==> config.mk <==
export PLATFORM = sky130hd
export DESIGN_NAME = acc_core
export DESIGN_NICKNAME = d
export VERILOG_FILES = /design/src/rtl/acc_pkg.sv /design/src/rtl/acc_decode.sv /design/src/rtl/acc_alu.sv /design/src/rtl/acc_regs.sv /design/src/rtl/acc_core.sv
export SDC_FILE = /design/constraint.sdc
export NUM_CORES = 1
export LEC_CHECK = 0
export BUFFER_PORTS_ARGS = -buffer_cell sky130_fd_sc_hd__buf_2
export CORE_UTILIZATION = 45
export DETAILED_ROUTE_END_ITERATION = 6
export GPL_ROUTABILITY_DRIVEN = 0
export HOLD_SLACK_MARGIN = 0.1
export PLACE_DENSITY = 0.66
export RECOVER_POWER = 25
export SLEW_MARGIN = 20
export SYNTH_ARGS = -nofsm -noshare
export SYNTH_HDL_FRONTEND = slang
export SYNTH_HIERARCHICAL = 1
export SYNTH_SLANG_ARGS = --single-unit
==> constraint.sdc <==
create_clock -name clk -period 2.1 [get_ports clk]
set_input_delay 0.105 -clock clk [delete_from_list [all_inputs] [get_ports clk]]
set_output_delay 0.105 -clock clk [all_outputs]
set_load 0.005 [all_outputs]
==> src/rtl/acc_pkg.sv <==
package acc_pkg;
  localparam int OPW = 4;

  typedef enum logic [OPW-1:0] {
    OP_NOP0  = 4'd0,
    OP_LDA   = 4'd1,
    OP_A2G   = 4'd2,
    OP_G2O   = 4'd3,
    OP_A2O   = 4'd4,
    OP_LDG   = 4'd5,
    OP_LDA2  = 4'd6,
    OP_ADD   = 4'd7,
    OP_OR    = 4'd8,
    OP_AND   = 4'd9,
    OP_INV   = 4'd10
  } op_e;

  typedef enum logic [1:0] {
    SRC_IN  = 2'd0,
    SRC_ACC = 2'd1,
    SRC_GPR = 2'd2
  } src_e;

  typedef enum logic [2:0] {
    FN_PASS_IN = 3'd0,
    FN_ADD     = 3'd1,
    FN_OR      = 3'd2,
    FN_AND     = 3'd3,
    FN_INV     = 3'd4
  } fn_e;

  typedef struct packed {
    logic we_acc;
    logic we_gpr;
    logic we_out;
    fn_e  acc_fn;
    src_e gpr_src;
    src_e out_src;
  } ctrl_t;
endpackage

==> src/rtl/acc_decode.sv <==
module acc_decode
  import acc_pkg::*;
(
  input  logic           valid,
  input  logic [OPW-1:0] op,
  output ctrl_t          ctrl
);
  always_comb begin
    ctrl = '{we_acc: 1'b0, we_gpr: 1'b0, we_out: 1'b0,
             acc_fn: FN_PASS_IN, gpr_src: SRC_IN, out_src: SRC_ACC};
    if (valid) begin
      case (op)
        OP_LDA, OP_LDA2: begin ctrl.we_acc = 1'b1; ctrl.acc_fn = FN_PASS_IN; end
        OP_ADD:          begin ctrl.we_acc = 1'b1; ctrl.acc_fn = FN_ADD; end
        OP_OR:           begin ctrl.we_acc = 1'b1; ctrl.acc_fn = FN_OR; end
        OP_AND:          begin ctrl.we_acc = 1'b1; ctrl.acc_fn = FN_AND; end
        OP_INV:          begin ctrl.we_acc = 1'b1; ctrl.acc_fn = FN_INV; end
        OP_A2G:          begin ctrl.we_gpr = 1'b1; ctrl.gpr_src = SRC_ACC; end
        OP_LDG:          begin ctrl.we_gpr = 1'b1; ctrl.gpr_src = SRC_IN; end
        OP_G2O:          begin ctrl.we_out = 1'b1; ctrl.out_src = SRC_GPR; end
        OP_A2O:          begin ctrl.we_out = 1'b1; ctrl.out_src = SRC_ACC; end
        default: ;
      endcase
    end
  end

  // r9_: at most one destination register is written per cycle
  always_comb begin
    a_onehot_dest_r9: assert ($onehot0({ctrl.we_acc, ctrl.we_gpr, ctrl.we_out}));
  end
endmodule

==> src/rtl/acc_alu.sv <==
module acc_alu
  import acc_pkg::*;
#(
  parameter int WIDTH = 8
) (
  input  fn_e              fn,
  input  logic [WIDTH-1:0] acc,
  input  logic [WIDTH-1:0] gpr,
  input  logic [WIDTH-1:0] din,
  output logic [WIDTH-1:0] res
);
  function automatic logic [WIDTH-1:0] add_wrap(input logic [WIDTH-1:0] a,
                                                input logic [WIDTH-1:0] b);
    logic [WIDTH:0] full;
    full = {1'b0, a} + {1'b0, b};
    return full[WIDTH-1:0];
  endfunction

  always_comb begin
    case (fn)
      FN_ADD:  res = add_wrap(acc, gpr);
      FN_OR:   res = acc | gpr;
      FN_AND:  res = acc & gpr;
      FN_INV:  res = ~acc;
      default: res = din;
    endcase
  end
endmodule

==> src/rtl/acc_regs.sv <==
module acc_regs
  import acc_pkg::*;
#(
  parameter int WIDTH = 8
) (
  input  logic             clk,
  input  logic             rst,
  input  ctrl_t            ctrl,
  input  logic [WIDTH-1:0] alu_res,
  input  logic [WIDTH-1:0] din,
  output logic [WIDTH-1:0] acc,
  output logic [WIDTH-1:0] gpr,
  output logic [WIDTH-1:0] outr
);
  logic [WIDTH-1:0] gpr_nxt, out_nxt;

  assign gpr_nxt = (ctrl.gpr_src == SRC_ACC) ? acc : din;
  assign out_nxt = (ctrl.out_src == SRC_GPR) ? gpr : acc;

  always_ff @(posedge clk) begin
    if (rst) begin
      acc  <= '0;
      gpr  <= '0;
      outr <= '0;
    end else begin
      if (ctrl.we_acc) acc  <= alu_res;
      if (ctrl.we_gpr) gpr  <= gpr_nxt;
      if (ctrl.we_out) outr <= out_nxt;
    end
  end

  p_reset_clear_r1: assert property (@(posedge clk)
    rst |=> (acc == '0 && gpr == '0 && outr == '0));
  p_acc_hold_r9: assert property (@(posedge clk) disable iff (rst)
    !ctrl.we_acc |=> $stable(acc));
  p_gpr_hold_r9: assert property (@(posedge clk) disable iff (rst)
    !ctrl.we_gpr |=> $stable(gpr));
  p_out_hold_r9: assert property (@(posedge clk) disable iff (rst)
    !ctrl.we_out |=> $stable(outr));
endmodule

==> src/rtl/acc_core.sv <==
module acc_core
  import acc_pkg::*;
#(
  parameter int WIDTH = 8
) (
  input  logic             clk,
  input  logic             rst,
  input  logic             instr_valid,
  input  logic [3:0]       opcode,
  input  logic [WIDTH-1:0] data_in,
  output logic [WIDTH-1:0] acc_q,
  output logic [WIDTH-1:0] gpr_q,
  output logic [WIDTH-1:0] out_q
);
  ctrl_t            ctrl;
  logic [WIDTH-1:0] alu_res;

  acc_decode u_dec (.valid(instr_valid), .op(opcode), .ctrl(ctrl));

  acc_alu #(.WIDTH(WIDTH)) u_alu (
    .fn(ctrl.acc_fn), .acc(acc_q), .gpr(gpr_q), .din(data_in), .res(alu_res));

  acc_regs #(.WIDTH(WIDTH)) u_regs (
    .clk(clk), .rst(rst), .ctrl(ctrl), .alu_res(alu_res), .din(data_in),
    .acc(acc_q), .gpr(gpr_q), .outr(out_q));

  p_invalid_hold_r11: assert property (@(posedge clk) disable iff (rst)
    !instr_valid |=> ($stable(acc_q) && $stable(gpr_q) && $stable(out_q)));
  p_unused_code_r10: assert property (@(posedge clk) disable iff (rst)
    (instr_valid && (opcode == 4'd0 || opcode > 4'd10)) |=>
      ($stable(acc_q) && $stable(gpr_q) && $stable(out_q)));
  p_load_acc_r2: assert property (@(posedge clk) disable iff (rst)
    (instr_valid && (opcode == 4'd1 || opcode == 4'd6)) |=> acc_q == $past(data_in));
  p_copy_gpr_r3: assert property (@(posedge clk) disable iff (rst)
    (instr_valid && opcode == 4'd2) |=> gpr_q == $past(acc_q));
  p_out_src_r4: assert property (@(posedge clk) disable iff (rst)
    (instr_valid && opcode == 4'd3) |=> out_q == $past(gpr_q));
  p_load_gpr_r5: assert property (@(posedge clk) disable iff (rst)
    (instr_valid && opcode == 4'd5) |=> gpr_q == $past(data_in));
  p_invert_r8: assert property (@(posedge clk) disable iff (rst)
    (instr_valid && opcode == 4'd10) |=> acc_q == ~$past(acc_q));
endmodule

==> flow_metrics.env <==
export IMPL_status="finished, final reports clean"
export IMPL_fin_hold_ws_ns=0.116
export IMPL_synth_nets=317
export IMPL_slew_headroom_pct=65.0
export IMPL_routedWlPerCell_um=14.7
export IMPL_fin_nets=367
export IMPL_rows=26
export IMPL_dr_pass1_iters=4
export IMPL_antenna_found_initial=0
export IMPL_internal_power_mw=0.872
export IMPL_area_growth_syn_to_layout_pct=18.5
export IMPL_io_pin_count=39
export IMPL_syn_inst=285
export IMPL_synth_seq_area_share_pct=20.1
export IMPL_avgViaCountPerCell=5.49
export IMPL_clkSinkCount=24
export IMPL_slowest_delay_ns=0.43
export IMPL_crit_start="u_regs/gpr[3]"
export IMPL_fp_dieArea_sq_mm=0.00562
export IMPL_grt_max_degree=25
export IMPL_start_util_pct=46.9
export IMPL_clockRootBuffer="clkbuf_8"
export IMPL_skew_ns=0.00429
export IMPL_dp_slack_ns=0.119
export IMPL_fmax_ghz=0.510
export IMPL_powerDensity_mw_per_mm2=429
export IMPL_synth_edf_count=0
export IMPL_drt_initial_drc_count=123
export IMPL_vias=2218
export IMPL_netlist_top_cells_count="inv_1, dfxtp_1, nor2_1"
export IMPL_synth_cell_types=49
export IMPL_nFillCells=495
export IMPL_grt_pass1_vias=1981
export IMPL_core_sq_mm=0.00511
export IMPL_netlist_area_sq_mm=0.00240
export IMPL_chipWidth_um=75.0
export IMPL_path_cells="inv_1, ha_1, o21a_1, o31a_1, o21a_1, o21a_1, o31ai_2, mux2i_1, nor2_1"
export IMPL_utilization_pct=55.6
export IMPL_num_antenna_cells=0
export IMPL_p_sw_mw=0.347
export IMPL_hold_viol=0
export IMPL_power_frac_clock_pct=34.5
export IMPL_grt_total_usage_pct=22.3
export IMPL_layout_setup_ws_ns=0.140
export IMPL_crit_type="flop to flop"
export IMPL_netSwitchingFraction_pct=28.5
export IMPL_pwr_share_comb_pct=25.2
export IMPL_synth_area_per_cell_sq_um=8.41
export IMPL_finalCritPeriodShare_pct=93.3
export IMPL_cp_required_ns=2.32
export IMPL_wirelength_mm=5.94
export IMPL_yosysTopAreaCell="dfxtp_1"
export IMPL_vdd_drop_max_v=0.000291
export IMPL_cts_tree="built"
export IMPL_cts_made_buffers=3
export IMPL_ys_seq_elements=24
export IMPL_dp_hpwl_mm=4.35
export IMPL_p_leak_nw=1.27
export IMPL_maxCapViolations=0
export IMPL_h_tree_depth=1
export IMPL_critPathLaunchType="flop"
export IMPL_yosysMostFrequentCell="inv_1"
export IMPL_slew_viol_final=0
export IMPL_clock_latency_ns=0.28
export IMPL_slowest_stage="dfxtp_1"
export IMPL_rsz0062_at_grt="false"
export IMPL_cpMostUsedCell="o21a_1"
export IMPL_synthFlopType="dfxtp_1"
export IMPL_p_seq_share_pct=40.3
export IMPL_hp_class="primary input to flop"
export IMPL_yosys_warnings=6
export IMPL_dieHeight_um=75.0
export IMPL_grt_first_pass_wirelength_mm=9.48
export IMPL_drc=0
export IMPL_endpoint_kind="flop"
export IMPL_async_flop_share_pct=0
export IMPL_worstMarginPinSlew_ns=0.524
export IMPL_r2r_start="u_regs/gpr[3]"
export IMPL_path_max_fanout=4
export IMPL_synth_area_top_cells="dfxtp_1, a311oi_2, ha_1"
export IMPL_drive_gt1_share_pct=27.2
export IMPL_timing_final_crit_period_ns=1.96
export IMPL_setup_viol=0
export IMPL_numPortBuffers=38
export IMPL_power_mw=1.22
export IMPL_r2r_slack_ns=0.14
export IMPL_setup_tns_ns=0
export IMPL_min_from="data_in[3]"
export IMPL_clk_pin_slew_ns=0.09
export IMPL_crit_arrival_ns=2.18
export IMPL_cts_buffer_depth=2
export IMPL_ant_nets=0
export IMPL_synth_top_area_share_pct=20.1
export IMPL_overflow=0
-- timing repair --
action | 4_1_cts | 5_1_grt
hold buffers | 1 | 0
resized for setup | 0 | 8
endpoints found under the setup margin | 0 | 3
setup buffers | 0 | 1
hold endpoints to repair | 1 | 0
-- cell usage in the layout, fill, tap and decap left out, types with 2 or more instances in the layout --
cell,netlist,routed
inv_1,37,36
o22ai_1,2,2
o21a_1,4,4
clkbuf_1,1,11
nand2_1,16,16
a311oi_2,16,16
and3_1,2,2
a21oi_1,15,14
o21bai_1,16,16
buf_4,4,24
a221oi_1,2,2
nand3_1,5,5
dfxtp_1,24,23
or3_1,3,3
buf_2,8,27
ha_1,16,14
mux2i_1,14,14
a21oi_2,1,2
nor3_1,7,4
nor2_1,18,18
o22a_1,2,2
nor2b_1,3,3
xnor2_1,2,2
nand3b_1,4,4
a31oi_1,3,3
nand2b_1,8,8
and4bb_1,15,15
o21ai_0,10,10
inv_2,1,2
nor3_2,0,3
clkbuf_8,0,3
-- worst max-delay path, delay by kind of cell (launching register included) --
family                     cells  cell delay [ns]
AOI/OAI and AO/OA              5             0.88
adders and majority gates      1             0.31
buffers and inverters          1             0.07
DFF                            1             0.43
muxes                          1             0.11
and+or+nand+nor                1             0.09
-- cell type report --
type / count / area, sq um / area share (%)
multi-input combinational: 205 / 1690 / 59.5
sequential: 24 / 482 / 17.0
timing repair buffer: 63 / 367 / 12.9
inverter: 38 / 143 / 5.02
tap: 70 / 87.6 / 3.08
clock buffer: 3 / 41.3 / 1.45
clock inverter: 1 / 30.0 / 1.06
-- layer usage --
metal / vias to the layer above / global-route usage [%] / wire length, um
li1: 1121 / - / -
met4: 0 / 6.08 / 54
met5: - / 0 / 0
met2: 80 / 35.9 / 2720
met3: 8 / 3.48 / 315
met1: 1009 / 30.8 / 2860
-- cell families after synthesis --
kind of cell	synth area share [%]
compound gates	28.5
xor+xnor	0.731
fa+ha+maj	9.19
buf+inv	11.4
flops	20.1
mux	5.85
other cells	0.157
simple gates	24.1
-- metrics by stage --
step | instances | area, sq um
detailed placement | 398 | 2730
CTS | 403 | 2810
global placement | 398 | 2730
finish | 404 | 2840
global route | 404 | 2840
floorplan | 285 | 2400
-- power groups by stage --
stage / clock [mW] / combinational, mW / sequential (mW)
floorplan: 0 / 0.192 / 0.508
global placement: 0 / 0.293 / 0.501
detailed placement: 0 / 0.297 / 0.501
CTS: 0.439 / 0.300 / 0.491
global route: 0.454 / 0.341 / 0.496
finish: 0.420 / 0.308 / 0.491
-- final timing paths --
check | endpoint | depth (start not counted)
setup / recovery | u_regs/acc[6] | 9
hold / removal | u_regs/gpr[3] | 3
setup reg to reg | u_regs/acc[6] | 9
hold reg to reg | u_regs/outr[6] | 2
-- state kept, by name, indices dropped and copies added (netlist names) --
register	flops
u_regs/outr	8
u_regs/gpr	8
u_regs/acc	8
Note: power is estimated with default switching activity, not from simulation.
